File: config.mk
export PLATFORM = sky130hd
export DESIGN_NAME = bpt_addr_gen
export DESIGN_NICKNAME = d
export VERILOG_FILES = /design/src/rtl/bpt_pkg.sv /design/src/rtl/bpt_bitmap_store.sv /design/src/rtl/bpt_last_index_regs.sv /design/src/rtl/bpt_rank_counter.sv /design/src/rtl/bpt_addr_gen.sv
export SDC_FILE = /design/constraint.sdc
export NUM_CORES = 1
export LEC_CHECK = 0
export ABC_AREA = 1
export BUFFER_PORTS_ARGS = -buffer_cell sky130_fd_sc_hd__buf_2
export CORE_MARGIN = 5
export CORE_UTILIZATION = 30
export DETAILED_ROUTE_END_ITERATION = 8
export PLACE_DENSITY = 0.53
export SETUP_SLACK_MARGIN = 0.5
export SLEW_MARGIN = 20
export SYNTH_ARGS = -nofsm -noshare
export SYNTH_HDL_FRONTEND = slang
export SYNTH_HIERARCHICAL = 1
export SYNTH_SLANG_ARGS = --single-unit
File: constraint.sdc
create_clock -name clk -period 7.8 [get_ports clk]
set_clock_uncertainty 0.05 [all_clocks]
set_input_delay 1.56 -clock clk [delete_from_list [all_inputs] [get_ports clk]]
set_output_delay 1.56 -clock clk [all_outputs]
set_load 0.1 [all_outputs]
File: src/rtl/bpt_pkg.sv
package bpt_pkg;
  localparam int DEF_SUB_W = 8;
  localparam int DEF_POS_W = 4;
endpackage

File: src/rtl/bpt_bitmap_store.sv
module bpt_bitmap_store #(
  parameter int ROWS  = 16,
  parameter int ROW_W = 16,
  localparam int IDX_W = (ROWS > 1) ? $clog2(ROWS) : 1
) (
  input  logic             clk,
  input  logic             rst,
  input  logic             we,
  input  logic [IDX_W-1:0] wr_idx,
  input  logic [ROW_W-1:0] wr_data,
  input  logic [IDX_W-1:0] rd_idx,
  output logic [ROW_W-1:0] rd_data
);
  logic [ROW_W-1:0] rows_q [ROWS];

  for (genvar r = 0; r < ROWS; r++) begin : g_row
    always_ff @(posedge clk) begin
      if (rst)
        rows_q[r] <= '0;
      else if (we && (wr_idx == IDX_W'(r)))
        rows_q[r] <= wr_data;
    end
  end

  assign rd_data = rows_q[rd_idx];
endmodule

File: src/rtl/bpt_last_index_regs.sv
module bpt_last_index_regs #(
  parameter int ROWS = 16,
  parameter int LI_W = 9,
  localparam int IDX_W = (ROWS > 1) ? $clog2(ROWS) : 1
) (
  input  logic             clk,
  input  logic             rst,
  input  logic             we,
  input  logic [IDX_W-1:0] wr_idx,
  input  logic [LI_W-1:0]  wr_data,
  input  logic [IDX_W-1:0] rd_idx,
  output logic [LI_W-1:0]  rd_data
);
  logic [LI_W-1:0] li_q [ROWS];

  for (genvar r = 0; r < ROWS; r++) begin : g_li
    always_ff @(posedge clk) begin
      if (rst)
        li_q[r] <= '1;
      else if (we && (wr_idx == IDX_W'(r)))
        li_q[r] <= wr_data;
    end
  end

  assign rd_data = li_q[rd_idx];
endmodule

File: src/rtl/bpt_rank_counter.sv
module bpt_rank_counter #(
  parameter int POS_W = 4,
  localparam int ROW_W = 1 << POS_W,
  localparam int CNT_W = POS_W + 1
) (
  input  logic [ROW_W-1:0] row,
  input  logic [POS_W-1:0] pos,
  output logic [CNT_W-1:0] cnt,
  output logic             bit_set
);
  logic [ROW_W-1:0] mask;

  always_comb begin
    for (int i = 0; i < ROW_W; i++)
      mask[i] = (i <= int'(pos));
  end

  always_comb begin
    cnt = '0;
    for (int i = 0; i < ROW_W; i++)
      cnt = cnt + CNT_W'(row[i] & mask[i]);
  end

  assign bit_set = row[pos];
endmodule

File: src/rtl/bpt_addr_gen.sv
module bpt_addr_gen #(
  parameter int SUB_W = bpt_pkg::DEF_SUB_W,
  parameter int POS_W = bpt_pkg::DEF_POS_W,
  localparam int ROW_SEL_W = SUB_W - POS_W,
  localparam int ROWS      = 1 << ROW_SEL_W,
  localparam int ROW_W     = 1 << POS_W,
  localparam int LI_W      = SUB_W + 1,
  localparam int CNT_W     = POS_W + 1
) (
  input  logic                 clk,
  input  logic                 rst,
  input  logic                 map_en,
  input  logic                 bm_we,
  input  logic [ROW_SEL_W-1:0] bm_row,
  input  logic [ROW_W-1:0]     bm_data,
  input  logic                 li_we,
  input  logic [ROW_SEL_W-1:0] li_row,
  input  logic [LI_W-1:0]      li_data,
  input  logic                 lk_valid,
  input  logic [SUB_W-1:0]     lk_key,
  output logic                 res_valid,
  output logic                 res_hit,
  output logic [LI_W-1:0]      res_addr
);
  logic [ROW_SEL_W-1:0] key_row;
  logic [POS_W-1:0]     key_pos;
  logic [ROW_W-1:0]     rd_row;
  logic [LI_W-1:0]      rd_li;
  logic [CNT_W-1:0]     rank_cnt;
  logic                 rank_bit;
  logic [LI_W-1:0]      sum;

  assign key_row = lk_key[SUB_W-1:POS_W];
  assign key_pos = lk_key[POS_W-1:0];

  bpt_bitmap_store #(.ROWS(ROWS), .ROW_W(ROW_W)) u_bitmap (
    .clk     (clk),
    .rst     (rst),
    .we      (map_en & bm_we),
    .wr_idx  (bm_row),
    .wr_data (bm_data),
    .rd_idx  (key_row),
    .rd_data (rd_row)
  );

  bpt_last_index_regs #(.ROWS(ROWS), .LI_W(LI_W)) u_li (
    .clk     (clk),
    .rst     (rst),
    .we      (map_en & li_we),
    .wr_idx  (li_row),
    .wr_data (li_data),
    .rd_idx  (key_row),
    .rd_data (rd_li)
  );

  bpt_rank_counter #(.POS_W(POS_W)) u_rank (
    .row     (rd_row),
    .pos     (key_pos),
    .cnt     (rank_cnt),
    .bit_set (rank_bit)
  );

  assign sum = rd_li + LI_W'(rank_cnt);

  always_ff @(posedge clk) begin
    if (rst) begin
      res_valid <= 1'b0;
      res_hit   <= 1'b0;
      res_addr  <= '0;
    end else begin
      res_valid <= lk_valid;
      if (lk_valid) begin
        res_hit  <= rank_bit;
        res_addr <= sum;
      end
    end
  end
endmodule

# Word level (Yosys, flattened, before mapping)
# Memory sizes are Yosys's and may differ from the RTL's.
# Index checks and enable logic that the tools add are counted.
# word_totals
ff_bits,11
latchBits,0
ram_bits,400
romBits,0
output_inout_bits,11
n_memories,2
# mem_list
memory,depth,width,read_ports,rd_ports_with_merged_regs,wr,line,rtl
u_bitmap.rows_q,16,16,1,0,16,bpt_bitmap_store.sv:14,logic [ROW_W-1:0] rows_q [ROWS];
u_li.li_q,16,9,1,0,16,bpt_last_index_regs.sv:14,logic [LI_W-1:0] li_q [ROWS];
# op_classes
add_sub_neg,16
mul,0
n_div,0
order_cmp,16
n_eq_ne,30
shifts,0
mux,132
n_bitwise,49
reduce_logical,34
# op_table
operator,count
two-way mux 16 bit,16
two-way mux 9 bit,16
two-way mux 1 bit,99
adder 5 bit,14
"== test 4 bit, second input constant",16
"== test 4 x 3 -> 1 bit, second input constant",8
"<= comparator 4 bit, first input constant",8
logical AND 1 bit,32
bitwise OR 1 bit,32
bitwise AND 1 bit,17
"== test 4 x 2 -> 1 bit, second input constant",4
"<= comparator 3 x 4 -> 1 bit, first input constant",4
adder 9 x 5 -> 9 bit,1
"== test 4 x 1 -> 1 bit, second input constant",2
"<= comparator 2 x 4 -> 1 bit, first input constant",2
logical NOT 4 bit,2
adder 1 x 5 -> 5 bit,1
"less-than comparator 4 x 5 -> 1 bit, second input constant",1
binary-select mux 1 bit (select 4 bit),1
"<= comparator 1 x 4 -> 1 bit, first input constant",1

# Longest topological paths before layout
# Gate-level depths: netlist of the first run.
# depth
ltp_word,18
ltp_mapped,31
mapped_depth_nobuf,29

# Modules after synthesis
# Netlist of the first run, hierarchy kept.
# by_module_without_submodules
mod,instances,cells_per_inst,area_each_um2
bpt_bitmap_store,1,1399,12344.3
bpt_last_index_regs,1,809,7145.6
bpt_rank_counter,1,115,715.7
bpt_addr_gen,1,103,689.4

# Worst setup path before layout of the first run
# Ideal clock, no wire load.
# synth_timing
path_type,input to register
startpoint,input port lk_key[4]
endpoint,register res_addr[8]
arrival_time_ns,6.253
required_time_ns,7.631
setup_slack_ns,1.378
path_stages,27
path_cell_list,inv_1 clkbuf_1 clkbuf_1 nand2_1 nand3_1 nand3_1 nand3_1 nand2_1 nand2_1 inv_1 fa_1 inv_1 fa_1 inv_1 fa_1 fa_1 ha_1 inv_1 fa_1 inv_1 fa_1 nand2_1 nand2_2 nand3_1 a21oi_1 nor2_1 nor2_1
# synth_lines
element,line,rtl
from (decl),bpt_addr_gen.sv:20,"input logic [SUB_W-1:0] lk_key,"
memory read (16 x 16 bit),n/a,
via rd_row[8],bpt_addr_gen.sv:27,logic [ROW_W-1:0] rd_row;
bitwise AND 1 bit,bpt_rank_counter.sv:21,cnt = cnt + CNT_W'(row[i] & mask[i]);
adder 5 bit (8 in series),bpt_rank_counter.sv:21,
via rank_cnt[1],bpt_addr_gen.sv:29,logic [CNT_W-1:0] rank_cnt;
adder 9 x 5 -> 9 bit,bpt_addr_gen.sv:63,assign sum = rd_li + LI_W'(rank_cnt);
to (signal assigned),bpt_addr_gen.sv:74,res_addr <= sum;
to (decl),bpt_addr_gen.sv:23,output logic [LI_W-1:0] res_addr
# The timed path passes the listed nets, and every way through them passes these cells.
# A chain may end at the register's enable or synchronous reset.

# Final worst setup path of the first run
# layout_timing
startpoint,input port lk_key[4]
endpoint,register res_addr[7]
# layout_lines
element,line
memory read (16 x 16 bit),n/a
via rd_row[15],bpt_addr_gen.sv:27
bitwise AND 1 bit,bpt_rank_counter.sv:21
adder 5 bit,bpt_rank_counter.sv:21
via rank_cnt[2],bpt_addr_gen.sv:29
adder 9 x 5 -> 9 bit,bpt_addr_gen.sv:63
# The timed path passes the listed nets, and every way through them passes these cells.

==> results.py, run 1 <==
metrics = {
    "run_status": {
        "status": "finished, final reports clean",
    },
    "power": {
        "power_density_nw_per_um2": 243.2,
        "power_w": 0.005715,
        "p_leak_nw": 10.37,
        "vdd_drop_max_mv": 0.1619,
    },
    "critical_path": {
        "cpLargestDelayFamily": "adder cells",
        "startpoint": "lk_key[4]",
        "r2r-end": "res_addr[7]",
        "r2r_slack_ns": 2.55,
        "slowest_delay_ns": 0.57,
        "critPathBufInv": 4,
        "crit_slowest_cell": "fa_1",
        "r2r_start": "u_bitmap/rows_q[7][13]",
        "cp_num_cells": 25,
        "endpoint_kind": "flop",
        "cp.arrival_ns": 7.05,
        "path_max_fanout": 42,
        "crit_required_ns": 8.22,
        "reg2reg_depth": 21,
        "worstSetupEndpoint": "res_addr[7]",
        "crit_path_start_kind": "primary input",
        "path_class": "in -> reg",
    },
    "logic_synthesis": {
        "avgSynthCellArea_um2": 8.613,
        "syn_area_um2": 20900,
        "synthCells": 2426,
        "synth_cell_types": 32,
        "synthTopCellsByArea": "edfxtp_1 (57%), nand2_1 (14%), nand3_1 (7.9%)",
        "seq_area_frac_synth_pct": 58.54,
        "ys_seq_elements": 411,
        "syn-num-nets": 2494,
        "synth.top_cell.area_share_pct": 57.49,
        "yosys_warnings": 6,
        "yosys.area.top_type": "edfxtp_1",
    },
    "detailed_routing": {
        "final_antenna_net_count": 0,
        "vias_per_cell": 4.694,
        "vias": 15950,
        "drc": 0,
        "routedWlPerCell_um": 18.13,
        "routed_wl_um": 61620,
        "drtPass1Iterations": 6,
        "drt_iter0_markers": 1332,
    },
    "cells_and_area": {
        "regArea_um2": 12230,
        "multi_input_comb_area_um2": 6565,
        "fin_area_um2": 23500,
        "area_growth_pct": 12.45,
        "nFillCells": 7095,
        "final_core_util_pct": 34.14,
        "drive_gt1_share_pct": 7.667,
        "layout.nets": 2497,
    },
    "timing": {
        "hold_viol_final": 0,
        "slew_violations": 0,
        "fmax_mhz": 150.8,
        "final-setup-viol-count": 0,
        "rsz0062_at_grt": "no",
        "slew_headroom_pct": 25.70,
        "tightest_slew_ns": 1.113,
        "fin_crit_sh_pct": 85.01,
        "setup_tns_ns": 0,
        "period_minus_slack_ns": 6.630,
    },
    "placement": {
        "dp_hpwl_um": 39820,
        "placed_area_um2": 21970,
        "gp_congestion": 0.8922,
        "portBuffers": 57,
    },
    "cts": {
        "clock_sinks": 411,
        "tritoncts": "yes",
        "cts_setup_buffers": 0,
        "clockBufferDepth": 3,
        "root_buffer": "clkbuf_16",
        "cts_made_buffers": 47,
        "clk_latency_ns": 0.59,
        "htreeDepth": 2,
        "post_cts_resized": 0,
        "clk_pin_slew_ns": 0.06,
        "hold_buffers": 0,
    },
    "floorplan": {
        "num_io_pins": 58,
        "core_um2": 68830,
        "rows": 96,
        "die_x_um": 273.9,
        "initial_core_util_pct": 30.36,
        "die_h_um": 273.9,
        "die-area_um2": 75030,
    },
    "grt": {
        "grt_start_max_net_pins": 87,
        "grt_first_pass_wirelength_um": 93070,
        "overflow": 0,
        "antenna_found_initial": 1,
        "grt_pass1_vias": 15280,
        "grt_usage_pct": 16.19,
    },
    "job": {
        "cap_violations": 0,
    },
    "hold_path": {
        "hp-class": "reg -> reg",
    },
}
## worst min-delay path: stages (launching register included)
cell	delay, ns
dfxtp_1	0.33
o211ai_1	0.08
inv_1	0.05
## per-layer routing
layer  GRT usage (%)  share of wire (%)  up-vias
met5               0                  0        -
met1           23.99                 47     7718
met2           24.83                 45      498
met4           4.102                2.2        0
li1                -                  -     7658
met3           2.573                6.5       77
## power breakdown
part / leakage (nW) / internal [W] / total [W] / switching (W)
combinational: 5.64 / 0.000260 / 0.000921 / 0.000661
sequential: 3.98 / 0.00255 / 0.00259 / 0.0000409
clock: 0.750 / 0.00129 / 0.00220 / 0.000907
## sequential cells by signal, summed over array words and instances (netlist names)
signal	flops
res_valid	1
res_hit	1
u_li/li_q	144
res_addr	9
u_bitmap/rows_q	256
## per-stage QoR
stage / setup WS [ns] / std cells / hold slack, ns
2_1_floorplan: 1.378 / 2426 / 0.7600
3_3_place_gp: 0.5861 / 3311 / 0.4263
3_5_place_dp: 0.5550 / 3311 / 0.4239
4_1_cts: 1.183 / 3396 / 0.4415
5_1_grt: 0.7349 / 3396 / 0.4679
6_report: 1.170 / 3398 / 0.4337
## area by class of cell
cell class | instances | area share [%]
diodes | 2 | 0.02130
clock buffers | 58 | 5.272
clock inverters | 27 | 1.187
inverters | 390 | 6.241
multi-input cells | 1495 | 27.94
flip-flops and latches | 411 | 52.06
well taps | 931 | 4.957
repair buffers | 84 | 2.327
## Yosys cell counts (all sizes together)
library cell	number
a211oi	4
clkbuf	46
dfxtp	11
ha	10
fa	11
nand4	9
xor2	2
o21ai	20
a21oi	9
or2	2
nor2	303
xnor2	1
nand3b	2
clkinv	2
nand3	330
o211ai	3
nor3	7
nor3b	2
buf	84
inv	388
edfxtp	400
nand2	780
## cell families after synthesis
group | count (synthesis) | share of synthesized area [%]
AND/OR/NAND/NOR | 1435 | 28.69
buffers and inverters | 520 | 10.04
flip-flops | 411 | 58.54
AO/OA/AOI/OAI | 36 | 0.9461
adder cells (fa/ha/maj) | 21 | 1.653
XOR/XNOR | 3 | 0.1258
## how the worst min path moves through the flow
stage	startpoint	to	slack, ns	cells past startpoint
detailed placement	res_addr[3]	res_addr[3]	0.42	2
CTS	res_addr[3]	res_addr[3]	0.44	2
floorplan	u_li/li_q[10][8]	res_addr[8]	0.76	9
global route	res_addr[3]	res_addr[3]	0.47	2
finish	res_addr[3]	res_addr[3]	0.43	2
global placement	res_addr[3]	res_addr[3]	0.43	2
## layout by cell type, fill, tap and decap left out, types with 2 or more instances in the layout
cell type / Yosys / routed
xor2_1: 2 / 2
edfxtp_1: 400 / 400
clkbuf_16: 0 / 48
clkinv_1: 2 / 8
fa_1: 11 / 11
nand2_1: 776 / 776
nor2_1: 287 / 287
o21ai_0: 17 / 7
inv_2: 9 / 9
clkbuf_1: 46 / 10
diode_2: 0 / 2
nand3b_1: 2 / 2
a21oi_1: 9 / 9
ha_1: 10 / 10
buf_4: 13 / 24
nand2_2: 4 / 4
nor2_2: 8 / 8
buf_12: 0 / 4
or2_1: 2 / 2
nor3b_1: 2 / 2
clkinv_4: 0 / 3
nor2_4: 8 / 8
nand3_1: 330 / 330
buf_2: 48 / 55
o211ai_1: 3 / 3
nor3_2: 2 / 2
clkinv_2: 0 / 11
o21ai_1: 3 / 13
dfxtp_1: 11 / 11
inv_1: 379 / 378
bufinv_16: 0 / 5
nor3_4: 4 / 4
a211oi_1: 4 / 4
nand4_1: 9 / 9
(Power assumes the default switching activity.)
==> run 2, diff against run 1 <==
--- a/config.mk
+++ b/config.mk
@@ -15,5 +15,4 @@
 export SLEW_MARGIN = 20
 export SYNTH_ARGS = -nofsm -noshare
 export SYNTH_HDL_FRONTEND = slang
-export SYNTH_HIERARCHICAL = 1
 export SYNTH_SLANG_ARGS = --single-unit
==> results.py, run 2 <==
metrics = {
    "timing": {
        "period_minus_slack_ns": 6.765,
        "fin_crit_sh_pct": 86.73,
        "rsz0062_at_grt": "no",
        "slew_violations": 0,
        "slew_headroom_pct": 30.92,
        "setup_tns_ns": 0,
        "tightest_slew_ns": 1.036,
        "fmax_mhz": 147.8,
        "final-setup-viol-count": 0,
        "hold_viol_final": 0,
        "fin_ws_ns": 1.035,
    },
    "cts": {
        "cts_made_buffers": 44,
        "htreeDepth": 2,
        "clk_pin_slew_ns": 0.06,
        "clockBufferDepth": 3,
        "cts_setup_buffers": 0,
        "post_cts_resized": 0,
        "clk_latency_ns": 0.57,
        "root_buffer": "clkbuf_16",
        "clock_sinks": 411,
        "tritoncts": "yes",
        "hold_buffers": 0,
    },
    "logic_synthesis": {
        "syn-num-nets": 2158,
        "synthArstFlopShare_pct": 0,
        "yosys_warnings": 0,
        "synthCells": 2090,
        "synthTopCellsByArea": "edfxtp_1 (61%), nand2_1 (11%), nor2_1 (7.9%)",
        "synth_edf_count": 400,
        "synth.top_cell.area_share_pct": 60.82,
        "synth_common_cells": "nand2_1 (565), nor2_1 (418), edfxtp_1 (400)",
        "synth_cell_types": 37,
        "ys_seq_elements": 411,
        "yosysMostFrequentCell": "nand2_1",
        "yosys.area.top_type": "edfxtp_1",
        "avgSynthCellArea_um2": 9.449,
        "seq_area_frac_synth_pct": 61.94,
        "syn_area_um2": 19750,
        "ys.flop_type": "edfxtp_1",
    },
    "critical_path": {
        "r2r-end": "res_addr[8]",
        "crit_required_ns": 8.21,
        "slowest_delay_ns": 0.60,
        "endpoint_kind": "flop",
        "crit_top_cell": "nand2_1",
        "critPathBufInv": 5,
        "cpLargestDelayFamily": "adder cells",
        "crit_slowest_cell": "fa_1",
        "path_max_fanout": 63,
        "r2r_start": "u_bitmap.rows_q[7][9]",
        "r2r_slack_ns": 2.31,
        "path_class": "in -> reg",
        "crit_path_start_kind": "primary input",
        "cp.arrival_ns": 7.18,
        "reg2reg_depth": 26,
    },
    "hold_path": {
        "hp-class": "reg -> reg",
        "min_from": "res_addr[0]",
        "whs_path_depth": 2,
        "hold_end": "res_addr[0]",
    },
    "grt": {
        "grt_pass1_vias": 14120,
        "grt_start_max_net_pins": 64,
        "grt_first_pass_wirelength_um": 88780,
        "overflow": 0,
        "antenna_found_initial": 2,
        "grt_usage_pct": 16.17,
    },
    "floorplan": {
        "die-area_um2": 71060,
        "rows": 94,
        "initial_core_util_pct": 30.14,
        "die_h_um": 266.6,
        "core_um2": 65510,
        "num_io_pins": 58,
        "die_x_um": 266.6,
    },
    "cells_and_area": {
        "area_growth_pct": 11.67,
        "largest_reg_flops": 256,
        "fin_cells": 2986,
        "drive_gt1_share_pct": 7.217,
        "final_core_util_pct": 33.66,
        "top_register": "u_bitmap.rows_q",
        "layout.nets": 2158,
        "final_common_cell": "nand2_1",
        "reg_top3": "u_bitmap.rows_q: 256 flops, u_li.li_q: 144 flops, res_addr: 9 flops",
        "final_cell_mix": "nand2_1 (565), nor2_1 (418), edfxtp_1 (400)",
    },
    "power": {
        "swShare_pct": 27.80,
        "cellInternalPower_w": 0.003906,
        "vdd_drop_max_mv": 0.1309,
        "combPwrFrac_pct": 15.3,
        "pwr-share-seq_pct": 47.9,
        "p_leak_nw": 8.633,
        "p_switching_w": 0.001504,
        "pwr-share-clk_pct": 36.8,
        "power_density_nw_per_um2": 245.3,
    },
    "detailed_routing": {
        "drtPass1Iterations": 5,
        "vias": 14690,
        "final_antenna_net_count": 0,
        "drt_iter0_markers": 1390,
        "drc": 0,
        "vias_per_cell": 4.918,
        "routedWlPerCell_um": 19.61,
        "routed_wl_um": 58560,
    },
    "job": {
        "cap_violations": 0,
    },
    "run_status": {
        "status": "finished, final reports clean",
    },
    "placement": {
        "portBuffers": 57,
        "place_ws_ns": 0.4883,
        "dpl.cell_count": 2908,
        "gp_congestion": 0.8693,
        "dp_hpwl_um": 37070,
    },
}
## run 2: cell types whose count changed after synthesis, sizes merged, moves of 10 or more
cell / delta
inv: -238
nand2: -212
nand3: -166
nor2: +116
o21ai: +70
a21oi: +40
o211ai: +29
clkbuf: +14
a221oi: +11
buf: -10
## run 2: how the worst max path moves through the flow
stage                  end  slack, ns  startpoint  cells past startpoint
2_1_floorplan  res_addr[8]       1.10   lk_key[5]                     30
3_3_place_gp   res_addr[7]       0.49   lk_key[5]                     26
3_5_place_dp   res_addr[8]       0.49   lk_key[4]                     28
4_1_cts        res_addr[8]       1.09   lk_key[4]                     28
5_1_grt        res_addr[8]       0.64   lk_key[4]                     30
6_report       res_addr[8]       1.04   lk_key[4]                     28
## run 2: worst min-delay path, cell delays in order (launching register included)
cell and delay (ns):
dfxtp_1 0.33, o21ai_0 0.07, nor2_1 0.07
## run 2: area by class of cell
| class | count | area, um^2 |
|---|---|---|
| clock inverters | 21 | 155.1 |
| clock buffers | 55 | 1164 |
| well taps | 864 | 1081 |
| repair buffers | 88 | 599.3 |
| fillers | 6565 | 43460 |
| diodes | 2 | 5.005 |
| multi-input cells | 1395 | 6246 |
| inverters | 150 | 570.5 |
| flip-flops and latches | 411 | 12230 |
## run 2: logic make-up (layout without fill, tap and decap cells)
logic type,count (synthesis),count (layout),share of synthesized area (%)
AND/OR/NAND/NOR,1165,1165,23.40
XOR/XNOR,7,7,0.3105
flip-flops,411,411,61.94
other,0,2,0
adder cells (fa/ha/maj),21,21,1.749
AO/OA/AOI/OAI,202,202,6.140
buffers and inverters,284,314,6.456
## run 2: metal layers
metal	vias to the layer above	wire length [um]	track usage (%)
met1	7176	26500	23.62
met4	0	1227	3.959
met3	70	4129	2.581
met5	-	0	0
met2	504	26700	25.36
li1	6936	-	-
## run 2: power by group through the flow
stage | clock network [W] | logic [W] | registers (W)
final | 0.00199 | 0.000829 | 0.00259
after global routing | 0.00210 | 0.000922 | 0.00260
after CTS | 0.00202 | 0.000830 | 0.00259
after detailed placement | 0 | 0.000826 | 0.00264
after global placement | 0 | 0.000821 | 0.00264
after floorplan | 0 | 0.000493 | 0.00273
## run 2: stage by stage
step	hold WS [ns]	cell area, um^2	total power [W]
6_report	0.4595	22050	0.005409
5_1_grt	0.5193	22050	0.005629
4_1_cts	0.4611	22040	0.005442
3_5_place_dp	0.4413	20720	0.003465
3_3_place_gp	0.4366	20720	0.003457
2_1_floorplan	0.7343	19750	0.003218
==> run 3, diff against run 2 <==
--- a/config.mk
+++ b/config.mk
@@ -5,7 +5,7 @@
 export SDC_FILE = /design/constraint.sdc
 export NUM_CORES = 1
 export LEC_CHECK = 0
-export ABC_AREA = 1
+export ABC_AREA = 0
 export BUFFER_PORTS_ARGS = -buffer_cell sky130_fd_sc_hd__buf_2
 export CORE_MARGIN = 5
 export CORE_UTILIZATION = 30
==> results.py, run 3 <==
metrics = {
    "run_status": {
        "status": "finished, final reports clean",
    },
    "floorplan": {
        "rows": 94,
        "die_x_um": 266.3,
        "die-area_um2": 70910,
        "core_um2": 65510,
        "num_io_pins": 58,
        "die_h_um": 266.3,
        "initial_core_util_pct": 30.08,
    },
    "timing": {
        "slew_headroom_pct": 26.79,
        "rsz0062_at_grt": "no",
        "slew_violations": 0,
        "final-setup-viol-count": 0,
        "fin_crit_sh_pct": 88.59,
        "fin_ws_ns": 0.8900,
        "fmax_mhz": 144.7,
        "hold_viol_final": 0,
        "setup_tns_ns": 0,
        "tightest_slew_ns": 1.096,
        "period_minus_slack_ns": 6.910,
    },
    "logic_synthesis": {
        "synth.top_cell.area_share_pct": 60.96,
        "avgSynthCellArea_um2": 14.85,
        "seq_area_frac_synth_pct": 62.08,
        "synth-simple-area-share_pct": 15.79,
        "synthAdderAreaFrac_pct": 1.753,
        "synth_common_cells": "edfxtp_1 (400), and2_1 (258), or3_1 (145)",
        "synth_cell_types": 51,
        "synthArstFlopShare_pct": 0,
        "yosys_warnings": 0,
        "yosys.area.top_type": "edfxtp_1",
        "syn-num-nets": 1395,
        "synth_compound_area_share_pct": 2.972,
        "synthTopCellsByArea": "edfxtp_1 (61%), mux4_2 (13%), and2_1 (8.2%)",
        "muxShareOfSynthArea_pct": 14.03,
        "yosys.area_share.xor_xnor_pct": 0.3112,
        "ys.flop_type": "edfxtp_1",
        "synth_edf_count": 400,
        "syn_area_um2": 19700,
        "synthCells": 1327,
        "ys_seq_elements": 411,
        "yosysMostFrequentCell": "edfxtp_1",
        "synth_top_family_by_area": "simple AND/OR/NAND/NOR gates",
    },
    "cells_and_area": {
        "area_growth_pct": 14.07,
        "reg_top3": "u_bitmap.rows_q: 256 flops, u_li.li_q: 144 flops, res_addr: 9 flops",
        "layout.nets": 1431,
        "top_register": "u_bitmap.rows_q",
        "final_common_cell": "edfxtp_1",
        "final_cell_mix": "edfxtp_1 (400), and2_1 (258), or3_1 (145)",
        "largest_reg_flops": 256,
        "drive_gt1_share_pct": 22.69,
        "final_core_util_pct": 34.31,
    },
    "cts": {
        "root_buffer": "clkbuf_16",
        "clk_pin_slew_ns": 0.06,
        "cts_setup_buffers": 0,
        "post_cts_resized": 0,
        "clockBufferDepth": 3,
        "htreeDepth": 2,
        "clk_latency_ns": 0.60,
        "clock_sinks": 411,
        "cts_made_buffers": 45,
        "tritoncts": "yes",
        "hold_buffers": 0,
    },
    "power": {
        "power_density_nw_per_um2": 244.8,
        "power_w": 0.005501,
        "vdd_drop_max_mv": 0.1620,
        "p_leak_nw": 7.629,
    },
    "detailed_routing": {
        "drtPass1Iterations": 5,
        "vias": 11230,
        "final_antenna_net_count": 0,
        "routedWlPerCell_um": 23.68,
        "drc": 0,
        "vias_per_cell": 4.964,
        "routed_wl_um": 53600,
        "drt_iter0_markers": 884,
    },
    "placement": {
        "dp_hpwl_um": 33810,
        "gp_congestion": 0.7866,
        "portBuffers": 57,
        "place_ws_ns": 0.2267,
    },
    "critical_path": {
        "reg2reg_depth": 20,
        "endpoint_kind": "flop",
        "path_class": "in -> reg",
        "crit_required_ns": 8.23,
        "cp.arrival_ns": 7.34,
        "path_max_fanout": 25,
        "crit_path_start_kind": "primary input",
    },
    "grt": {
        "grt_usage_pct": 14.95,
        "overflow": 0,
        "grt_start_max_net_pins": 52,
        "grt_first_pass_wirelength_um": 79630,
        "antenna_found_initial": 5,
        "grt_pass1_vias": 11400,
    },
    "job": {
        "cap_violations": 0,
    },
    "hold_path": {
        "hp-class": "reg -> reg",
        "whs_path_depth": 2,
    },
}
==> run 3: worst paths after layout <==
| check | from | end | slack [ns] |
|---|---|---|---|
| worst max register to register | u_bitmap.rows_q[11][3] | res_addr[8] | 1.85 |
| worst min register to register | res_addr[1] | res_addr[1] | 0.43 |
| worst min-delay path | res_addr[1] | res_addr[1] | 0.43 |
| worst max-delay path | lk_key[5] | res_addr[8] | 0.89 |
==> run 3: metal layers <==
| metal | vias up | routed length (um) | track usage [%] |
|---|---|---|---|
| met2 | 300 | 26080 | 24.54 |
| met3 | 65 | 2673 | 1.948 |
| met1 | 5813 | 23830 | 21.39 |
| li1 | 5056 | - | - |
| met4 | 0 | 1014 | 3.381 |
| met5 | - | 0 | 0 |
==> run 3: layout make-up <==
type,instances,area [um^2]
clock buffer,52,1152
tap,864,1081
multi-input combinational,773,6945
fill,6255,43040
sequential,411,12230
clock inverter,29,242.7
inverter,24,90.09
timing repair buffer,108,726.9
antenna,2,5.005
==> run 3: power by group <==
| group | total [W] | internal, W | switching (W) |
|---|---|---|---|
| Combinational | 0.000878 | 0.000326 | 0.000552 |
| Sequential | 0.00259 | 0.00255 | 0.0000401 |
| Clock | 0.00203 | 0.00113 | 0.000897 |
| Total | 0.00550 | 0.00401 | 0.00149 |
==> run 3: worst max-delay path: stages <==
cell and delay (ns):
buf_4 0.36, buf_12 0.20, mux4_2 0.29, a22oi_1 0.25, nand3_1 0.22, o31ai_1 0.14
fa_1 0.49, fa_1 0.50, fa_1 0.55, inv_1 0.05, fa_1 0.47, ha_1 0.24
fa_1 0.50, inv_1 0.06, fa_1 0.45, inv_1 0.07, a21oi_1 0.06, o21bai_1 0.15
and2_1 0.19, o2111ai_1 0.13, xor2_1 0.16, a211oi_1 0.23
==> run 3: kinds of logic after synthesis <==
family          after synthesis
simple gates                525
flops                       411
xor+xnor                      7
fa+ha+maj                    21
buf+inv                     143
compound gates               82
mux                         138
==> run 3: through the flow <==
stage               cells  area, um^2  hold slack, ns
floorplan            1327       19720          0.8685
global placement     2180       21060          0.4248
detailed placement   2180       21060          0.4238
CTS                  2261       22450          0.4318
global route         2261       22470          0.4758
finish               2263       22480          0.4304
